## config.mk

```make
export PLATFORM = sky130hd
export DESIGN_NAME = mc_pwm6
export DESIGN_NICKNAME = d
export VERILOG_FILES = /design/src/rtl/mc_pwm6.sv
export SDC_FILE = /design/constraint.sdc
export NUM_CORES = 1
export LEC_CHECK = 0
export BUFFER_PORTS_ARGS = -buffer_cell sky130_fd_sc_hd__buf_2
export CAP_MARGIN = 20
export CORE_MARGIN = 8
export CORE_UTILIZATION = 40
export CTS_BUF_LIST = sky130_fd_sc_hd__clkbuf_16
export DETAILED_ROUTE_END_ITERATION = 7
export PLACE_DENSITY = 0.63
export RECOVER_POWER = 50
export SYNTH_ARGS = -nofsm -noshare
export SYNTH_HDL_FRONTEND = slang
export SYNTH_SLANG_ARGS = --single-unit
```

## constraint.sdc

```tcl
create_clock -name clk -period 4.21 [get_ports clk]
set_clock_uncertainty 0.2 [all_clocks]
set_input_delay 0.842 -clock clk [delete_from_list [all_inputs] [get_ports clk]]
set_output_delay 0.842 -clock clk [all_outputs]
set_load 0.01 [all_outputs]
```

## src/rtl/mc_pwm6.sv

```systemverilog
module mc_pwm6 #(
  parameter int CW = 12,
  parameter int DTW = 8,
  parameter int NF = 4,
  localparam int WW = DTW + 3 + NF
) (
  input  logic          clk,
  input  logic          rst_n,
  input  logic          wr_en,
  input  logic [3:0]    wr_addr,
  input  logic [WW-1:0] wr_data,
  input  logic [NF-1:0] fault_in,
  output logic [5:0]    pwm_out,
  output logic          sync_out
);
  localparam logic [3:0] A_MOD = 4'd0, A_CTRL = 4'd7, A_CFG = 4'd8, A_ACK = 4'd9;
  localparam int F_PT = DTW, F_PB = DTW + 1, F_IND = DTW + 2, F_FM = DTW + 3;

  logic [CW-1:0] mod_b, mod_a, cnt, last_c;
  logic [CW-1:0] duty_b [6];
  logic [CW-1:0] duty_a [6];
  logic run, center, down, locked, shut, sync_q;
  logic [3:0] rdiv, pcnt;
  logic [WW-1:0] cfg;
  logic [NF-1:0] flt;
  logic [5:0] raw, s_d, lg, polm;

  wire [DTW-1:0] dt    = cfg[DTW-1:0];
  wire           indep = cfg[F_IND];
  wire [NF-1:0]  fmode = cfg[F_FM +: NF];
  assign polm   = {3{cfg[F_PB], cfg[F_PT]}};
  assign last_c = (mod_a == '0) ? '0 : mod_a - CW'(1);

  wire at_top = cnt >= last_c;
  wire pstart = (cnt == '0) && !down;
  wire wrap   = center ? (down && cnt == '0) : at_top;
  wire turn   = center && !down && at_top;

  always_ff @(posedge clk or negedge rst_n) begin
    if (!rst_n) begin
      mod_b  <= '0;
      run    <= 1'b0;
      center <= 1'b0;
      rdiv   <= '0;
      cfg    <= '0;
      locked <= 1'b0;
      for (int i = 0; i < 6; i++) duty_b[i] <= '0;
    end else if (wr_en) begin
      if (wr_addr == A_MOD) mod_b <= wr_data[CW-1:0];
      if (wr_addr == A_CTRL) begin
        run    <= wr_data[0];
        center <= wr_data[1];
        rdiv   <= wr_data[5:2];
      end
      if (wr_addr == A_CFG && !locked) begin
        cfg    <= wr_data;
        locked <= 1'b1;
      end
      for (int i = 0; i < 6; i++)
        if (wr_addr == 4'(i + 1)) duty_b[i] <= wr_data[CW-1:0];
    end
  end

  always_ff @(posedge clk or negedge rst_n) begin
    if (!rst_n) begin
      cnt    <= '0;
      down   <= 1'b0;
      pcnt   <= '0;
      sync_q <= 1'b0;
      mod_a  <= '0;
      for (int i = 0; i < 6; i++) duty_a[i] <= '0;
    end else if (!run) begin
      cnt    <= '0;
      down   <= 1'b0;
      pcnt   <= '0;
      sync_q <= 1'b0;
      mod_a  <= mod_b;
      for (int i = 0; i < 6; i++) duty_a[i] <= duty_b[i];
    end else if (wrap) begin
      cnt  <= '0;
      down <= 1'b0;
      if (pcnt == rdiv) begin
        pcnt   <= '0;
        sync_q <= 1'b1;
        mod_a  <= mod_b;
        for (int i = 0; i < 6; i++) duty_a[i] <= duty_b[i];
      end else begin
        pcnt   <= pcnt + 4'd1;
        sync_q <= 1'b0;
      end
    end else begin
      sync_q <= 1'b0;
      if (turn) down <= 1'b1;
      else if (down) cnt <= cnt - CW'(1);
      else cnt <= cnt + CW'(1);
    end
  end

  for (genvar i = 0; i < 6; i++) begin : g_cmp
    assign raw[i] = cnt < duty_a[i];
  end

  always_ff @(posedge clk or negedge rst_n) begin
    if (!rst_n) s_d <= '0;
    else s_d <= run ? raw : '0;
  end

  for (genvar k = 0; k < 3; k++) begin : g_pair
    logic [DTW-1:0] dtc;
    always_ff @(posedge clk or negedge rst_n) begin
      if (!rst_n) dtc <= '0;
      else if (!run) dtc <= '0;
      else if (raw[2*k] != s_d[2*k]) dtc <= dt;
      else if (dtc != '0) dtc <= dtc - DTW'(1);
    end
    assign lg[2*k]   = indep ? s_d[2*k]   : ( s_d[2*k] && dtc == '0);
    assign lg[2*k+1] = indep ? s_d[2*k+1] : (!s_d[2*k] && dtc == '0);
  end

  always_ff @(posedge clk or negedge rst_n) begin
    if (!rst_n) begin
      flt  <= '0;
      shut <= 1'b0;
    end else begin
      for (int i = 0; i < NF; i++) begin
        if (fault_in[i]) flt[i] <= 1'b1;
        else if (!fmode[i]) flt[i] <= 1'b0;
        else if (wr_en && wr_addr == A_ACK && wr_data[i]) flt[i] <= 1'b0;
      end
      if (|fault_in || |flt) shut <= 1'b1;
      else if (pstart) shut <= 1'b0;
    end
  end

  wire en = run && !shut && !(|fault_in);
  assign pwm_out  = (en ? lg : 6'b0) ^ polm;
  assign sync_out = sync_q;
endmodule

```

Word-level counts from Yosys, hierarchy flattened:

Cells that the tools add are included.
W data, S select, Z words.

* register bits: 243
* bits in latches: 0
* memory bits (writable): 0
* bits in read-only memories: 0
* bits of input ports: 26
* output and inout port bits: 7
* logic and storage cells: 171
* memories kept: 0

* $add $sub $neg: 7
* multipliers: 0
* div/mod/pow operators: 0
* magnitude comparators: 7
* equality and inequality tests: 24
* shift-type cells: 0
* mux-type cells: 52
* bitwise gates (word level): 1
* reductions and logical operators: 48

Operator list (count)
* $mux W72: 3
* $mux W12: 8
* $lt A12 B12 Y1: 6
* $mux W8: 9
* $mux W1: 27
* $logic_not A12 Y1: 2
* $logic_not A8 Y1: 3
* $reduce_bool A8 Y1: 3
* $sub A12 B1 Y12 const B: 2
* $sub A8 B1 Y8 const B: 3
* $reduce_and A2 Y1: 10
* $logic_and A1 B1 Y1: 18
* $eq A4 B3 Y1 const B: 4
* $add A12 B1 Y12 const B: 1
* $ge A12 B12 Y1: 1
* $mux W4: 3
* $mux W6: 2
* $ne A3 B1 Y1 const B: 4
* $ne A3 B2 Y1 const B: 4
* $eq A4 B2 Y1 const B: 2
* $eq A4 B4 Y1 const B: 2
* $reduce_or A4 Y1: 2
* $logic_not A1 Y1: 7
* $xor A6 B6 Y6: 1
* 9 further kinds: 12

Depth between registers and ports, before layout:

Gate-level depths: netlist of run 1.

* depth after elaboration: 7
* depth in mapped cells: 16
* depth with buffers taken out: 14

Worst setup path before layout of run 1:

OpenSTA, ideal clock, no wires.

* kind: flip-flop to flip-flop
* start: register mod_a[5]
* end: register duty_a[18] (netlist bit)
* library setup time: 125 ps
* arrival: 3632 ps
* required time: 3885 ps
* slack: 253 ps
* cell stages (with the launch flop): 17
* path buffers: 2
* clock period less this slack: 3957 ps
* cells stage by stage: dfrtp_1 -> or4_1 -> nor2_1 -> nand2_1 -> nor4_1 -> xor2_1 -> nand2_1 -> ha_1 -> a21oi_1 -> nand2_1 -> a211oi_1 -> o21ai_2 -> a21oi_4 -> o21a_1 -> buf_4 -> buf_6 -> mux2_2

* word-level cells in the longest chain between the ends: 6
* elaborated cells on any way between the ends: 7
* those cells by class: add/sub: 1; order compare: 1; eq/ne: 1; mux: 2; reduce/logical: 2

Ends and longest elaborated chain
* from (decl): line 19 `logic [CW-1:0] mod_b, mod_a, cnt, last_c;`
* from (signal assigned): line 77 `mod_a <= mod_b;`
* from (signal assigned): line 85 `mod_a <= mod_b;`
* $sub A12 B1 Y12 or $logic_not A12 Y1 (tied branches): line 32 `assign last_c = (mod_a == '0) ? '0 : mod_a - CW'(1);`
* $mux W12 (*): line 32
* $ge A12 B12 Y1 (*): line 34 `wire at_top = cnt >= last_c;`
* $mux W1 (*): line 36 `wire wrap = center ? (down && cnt == '0) : at_top;`
* $ne A2 B1 Y1 (no source line) (*)
* $reduce_and A2 Y1 (no source line) (*)
* to (decl): line 21 `logic [CW-1:0] duty_a [6];`

Every way passes the cells marked *; elsewhere a longest branch is shown, timed or not.
A chain may end at the register's enable or synchronous reset.

Worst setup path after layout of run 1:

* start: register mod_a[5]
* end: register duty_a[15] (netlist bit)

The elaborated chain is that of the path after synthesis.

==> results.ini, run 1 <==
[run_status]
outcome=finished, violations left
violations=capacitance limit, slew limit

[drt]
avgViaCountPerCell=5.39
wl_met2_um=14400
drt_iter0_markers=454
drtPass1Iterations=4
dr_total_vias=8294
topRoutingLayerUsed=met4
wirelength_um=29400
m1WireLength_um=13700
drtAntennaViolNets=0
drc=0
routedWlPerCell_um=19.1
wl_met3_um=933

[synth]
synth.net_count=1189
ys_async_sr_fraction_pct=100
synth_edf_count=0
ys_ff_latch=243
synth_area_per_cell_um2=11.8
ys_seq_area_share_pct=48.3
synthDistinctLibCells=71
yosys_most_used_dff=dfrtp_1
ys_warn_count=0
synthCells=1068
syn_area_mm2=0.0126

[cells_and_area]
final_common_cell=dfrtp_1
final_nets=1241
diodes=0
syn2layout_area_growth_pct=12.5
final_cell_mix=243 x dfrtp_1, 183 x mux2_2, 94 x ha_1, 82 x inv_1, 52 x a21oi_1
final-instance-count-excl-fill=1539
drive_gt1_share_pct=26.3

[setup_path]
cp_common_cell=nand2_1
worstPathArrival_ps=4200
crit_fanout=22
worstPathCellList=or4_1, nor2_2, nand2_1, nor4_2, xor2_1, nand2_1, ha_1, a21oi_1, nand2_1, a211oi_2, o21ai_2, a21oi_4, o21a_4, clkbuf_16, mux2_2
end_kind=register
cp_top_family=simple AND/OR/NAND/NOR gates
cp_slowest_cell=or4_1
required_ps=4420
crit_type=register to register
start_kind=register
max_stage_delay_ps=570
cp_num_buf_inv=1

[pwr]
seqPwrFrac_pct=36.9
p_int_mw=6.44
clockPowerShare_pct=20.4
p_sw_mw=3.93
combPwrFrac_pct=42.8
swShare_pct=37.9
ir_drop_mv=0.368
leakagePower_nw=6.65
pwr_density_cell_mw_per_mm2=733
power_mw=10.4

[floorplanning]
coreArea_mm2=0.0313
io-pin-count=33
die_h_um=193
design.die.area_mm2=0.0374
fp.dieW_um=193
num_rows=65
start_util_pct=40.2

[global_route]
grt_pass1_wl_um=46900
grt_usage_pct=15.5
antenna_found_initial=0
grt-ovfl-total=0
grt_max_degree=120
grt_pass1_vias=8344

[timing]
drv_slew=118
max-slew-margin-rel_pct=-108
setup_viol=0
setup_tns_ps=0
period_share_pct=94.9
rsz0062_at_grt=no
max_freq_mhz=250
timing.final.hold_violations=0
max_slew.worst_pin.slew_ps=3110
period_minus_slack_ps=3990

[cts]
numClockSinks=243
cts-root-buf=clkbuf_16
clockBufferDepth=3
postCtsHoldBufs=0
cts_max_level=1
cts_tree=done
clkSlewWorstSetupHoldPaths_ps=60
clkLatencyLatePin_ps=530
cts_buffers=25

[placement]
io_buffers=32
gp_congestion=0.813
placed_cells=1491
dp.final_hpwl_um=19900

[flow_run]
cap_viol_max_count=1

[hold_path]
min_path_type=register to register

final timing paths:
kind,depth (start not counted),from,slack [ps],to
max in group asynchronous,2,rst_n,810,duty_b[61]
max,15,mod_a[5],220,duty_a[15]
min reg2reg,1,locked,290,locked
min in group asynchronous,1,rst_n,1120,duty_a[51]
max reg2reg,15,mod_a[5],220,duty_a[15]
min,1,locked,290,locked
power by group through the flow:
| stage | registers [mW] | clock network (mW) | logic [mW] |
|---|---|---|---|
| final | 3.83 | 2.11 | 4.44 |
| after global routing | 3.94 | 2.25 | 5.01 |
| after CTS | 3.83 | 2.16 | 4.40 |
| after detailed placement | 3.87 | 0 | 4.36 |
| after global placement | 3.84 | 0 | 4.24 |
| after floorplan | 3.60 | 0 | 3.36 |
timing repair:
item | in CTS | in global routing
setup endpoints to repair | 0 | 84
setup buffers | 0 | 2
gates resized for setup | 0 | 5
per-layer routing:
| layer | vias up | GRT usage (%) |
|---|---|---|
| met4 | 0 | 3.11 |
| met2 | 105 | 26.2 |
| met3 | 26 | 1.91 |
| li1 | 3948 | - |
| met1 | 4215 | 21.1 |
| met5 | - | 0 |
per-stage QoR:
step                hold WS (ps)  setup slack [ps]  area (um2)  utilization (%)
floorplan                    227               253       12600                -
global placement             249               143       13300             42.5
detailed placement           263              79.2       13300             42.5
CTS                          264              80.4       14100             45.0
global route                 295              13.9       14200             45.2
finish                       285               217       14200             45.2
registers in the layout, summed over array words and instances (netlist names), 6 cells and up:
register / flops
cfg: 15
cnt: 12
duty_a: 72
duty_b: 72
g_pair.dtc: 24
mod_a: 12
mod_b: 12
s_d: 6
kinds of logic after synthesis:
| kind of cell | after synthesis | share of synthesized area (%) |
|---|---|---|
| AO/OA/AOI/OAI | 181 | 9.87 |
| flip-flops | 243 | 48.3 |
| XOR/XNOR | 38 | 2.64 |
| AND/OR/NAND/NOR | 204 | 8.58 |
| buffers and inverters | 114 | 3.89 |
| multiplexers | 193 | 17.2 |
| adder cells (fa/ha/maj) | 95 | 9.50 |
final cells by class:
type	instances	area (um2)
Tap cell	402	503
Clock inverter	19	136
Multi-Input combinational cell	711	6050
Sequential cell	243	6080
Fill cell	2874	17200
Inverter	79	297
Timing Repair Buffer	60	463
Clock buffer	25	626
synthesized netlist by cell type (7+ instances only):
| cell type | number | area share [%] |
|---|---|---|
| nand3_1 | 25 | 0.99 |
| xnor2_1 | 23 | 1.6 |
| nor3b_1 | 9 | 0.54 |
| inv_1 | 79 | 2.4 |
| buf_6 | 7 | 0.63 |
| a21oi_1 | 52 | 2.1 |
| clkbuf_1 | 18 | 0.54 |
| nand2_1 | 50 | 1.5 |
| xor2_1 | 15 | 1.0 |
| a31oi_1 | 7 | 0.35 |
| dfrtp_1 | 243 | 48 |
| a22o_1 | 13 | 0.90 |
| nor2b_1 | 8 | 0.40 |
| o21ai_0 | 31 | 1.2 |
| nor3_1 | 14 | 0.56 |
| mux2_2 | 183 | 16 |
| nor4_1 | 7 | 0.35 |
| nand3b_1 | 10 | 0.60 |
| nand2b_1 | 11 | 0.55 |
| a21o_1 | 14 | 0.83 |
| nor2_1 | 36 | 1.1 |
| o211ai_1 | 8 | 0.48 |
| ha_1 | 94 | 9.3 |
Note: power is estimated with default switching activity, not from simulation.
==> inputs of run 2 (changes only) <==
--- a/constraint.sdc
+++ b/constraint.sdc
@@ -3,3 +3,3 @@
 set_input_delay 0.842 -clock clk [delete_from_list [all_inputs] [get_ports clk]]
 set_output_delay 0.842 -clock clk [all_outputs]
-set_load 0.01 [all_outputs]
+set_load 0.02 [all_outputs]
==> run 2 against run 1 <==
The run still ends with capacitance limit, slew limit left; cell area decreased by 0.37%; global-route usage increased by 0.094 points; worst hold slack got worse by 28 ps; critical path depth decreased by 6; routed wire length decreased by 1.1%; flip-flop and latch count unchanged; critical path type is now register to primary output.
==> results.ini, run 2 (synthesized netlist as in run 1, its figures left out) <==
[run_status]
outcome=finished, violations left
violations=capacitance limit, slew limit

[cts]
cts_max_level=1  ; unchanged
cts_tree=done
clkLatencyLatePin_ps=530  ; about the same
cts_buffers=26  ; +4.0%
numClockSinks=243  ; unchanged
clockBufferDepth=3  ; unchanged
postCtsHoldBufs=0  ; unchanged
cts-root-buf=clkbuf_16
clkSlewWorstSetupHoldPaths_ps=60  ; about the same

[drt]
avgViaCountPerCell=5.38  ; -0.26%
drtPass1Iterations=4  ; unchanged
drc=0  ; unchanged
drtAntennaViolNets=0  ; unchanged
wirelength_um=29100  ; -1.1%
drt_iter0_markers=388  ; -15%
dr_total_vias=8278  ; -0.19%
routedWlPerCell_um=18.9  ; -1.2%

[setup_path]
end_kind=primary output
required_ps=3170  ; -1250 ps
start_kind=register
crit_type=register to primary output
crit_fanout=9  ; -59%
worstPathArrival_ps=2970  ; -1230 ps

[global_route]
grt_usage_pct=15.6  ; +0.094 points
grt_pass1_wl_um=47200  ; +0.52%
grt-ovfl-total=0  ; unchanged
grt_max_degree=101  ; -16%
grt_pass1_vias=8465  ; +1.5%
antenna_found_initial=0  ; unchanged

[timing]
setup_tns_ps=0  ; unchanged
rsz0062_at_grt=no
max_freq_mhz=249  ; -0.37%
setup_ws_ps=202  ; -14.8 ps
max-slew-margin-rel_pct=-75.0  ; +33 points
max_slew.worst_pin.slew_ps=2630  ; -489 ps
drv_slew=101  ; -14%
setup_viol=0  ; unchanged
period_share_pct=95.2  ; +0.35 points
period_minus_slack_ps=4010  ; +14.8 ps
fin_hold_ws_ps=257  ; -28.5 ps
timing.final.hold_violations=0  ; unchanged

[pwr]
power_mw=10.4  ; -0.25%
ir_drop_mv=0.406  ; +10%
pwr_density_cell_mw_per_mm2=734  ; +0.12%
leakagePower_nw=6.62  ; -0.44%

[cells_and_area]
final-instance-count-excl-fill=1540  ; +0.065%
final_cell_mix=243 x dfrtp_1, 183 x mux2_2, 94 x ha_1, 84 x inv_1, 52 x a21oi_1
reg_top3=duty_a: 72 flops, duty_b: 72 flops, g_pair.dtc: 24 flops
syn2layout_area_growth_pct=12.0
drive_gt1_share_pct=26.2  ; -0.11 points
final_cell_area_mm2=0.0141  ; -0.37%
final_nets=1239  ; -0.16%
n_fill_cell=2853  ; -0.73%
final_common_cell=dfrtp_1
diodes=0  ; unchanged
fin_util_pct=45.0  ; -0.17 points

[placement]
dp_slack_ps=39.7  ; -39.5 ps
gp_congestion=0.814  ; +0.12%
place_area_mm2=0.0133  ; about the same
dp.final_hpwl_um=20200  ; +1.6%
io_buffers=32  ; unchanged
placed_cells=1492  ; +0.067%

[floorplanning]
fp.dieW_um=193  ; unchanged
num_rows=65  ; unchanged
io-pin-count=33  ; unchanged
start_util_pct=40.2  ; unchanged
design.die.area_mm2=0.0374  ; unchanged
die_h_um=193  ; unchanged
coreArea_mm2=0.0313  ; unchanged

[flow_run]
cap_viol_max_count=1  ; unchanged

[hold_path]
min_path_type=register to register

-- run 2: worst max-delay path, cell delays in order, from the launching register on --
cell and delay [ps]:
dfrtp_1 370, inv_1 90, ha_1 170, or3b_1 380
or3_1 410, nor3_4 350, a22oi_1 120, nor2_1 140
xor2_1 200, buf_2 200
-- run 2: where the power goes --
group	switching (mW)	internal, mW
clock network	0.929	1.19
logic	2.33	2.07
registers	0.704	3.14
total	3.96	6.39
-- run 2: cell type report --
cell class | instances | area, um2 | share of cell area (%)
sequential | 243 | 6080 | 43.1
multi-input combinational | 711 | 6060 | 43.0
clock buffer | 26 | 651 | 4.61
tap | 402 | 503 | 3.57
timing repair buffer | 57 | 365 | 2.59
inverter | 79 | 297 | 2.10
clock inverter | 22 | 143 | 1.01
-- run 2: timing repair --
action | CTS | global route
setup buffers | 0 | 0
setup endpoints to repair | 0 | 84
gates resized for setup | 0 | 6
endpoints found under the hold margin | 0 | 0
-- run 2: layer usage --
metal	vias up	GRT usage, %	wire length [um]
li1	3948	-	-
met1	4196	21.2	14000
met2	92	26.1	13700
met3	42	1.70	820
met4	0	4.36	616
met5	-	0	0
-- run 2: path summary, 6_finish.rpt --
| kind | from | to | slack (ps) | cells after the start |
|---|---|---|---|---|
| max in group asynchronous | rst_n | g_pair[0].dtc[2] | 710 | 2 |
| max | g_pair[2].dtc[0] | pwm_out[5] | 200 | 9 |
| max reg2reg | mod_a[5] | duty_a[56] | 210 | 13 |
| min reg2reg | locked | locked | 260 | 1 |
| min | locked | locked | 260 | 1 |
| min in group asynchronous | rst_n | mod_b[0] | 880 | 1 |
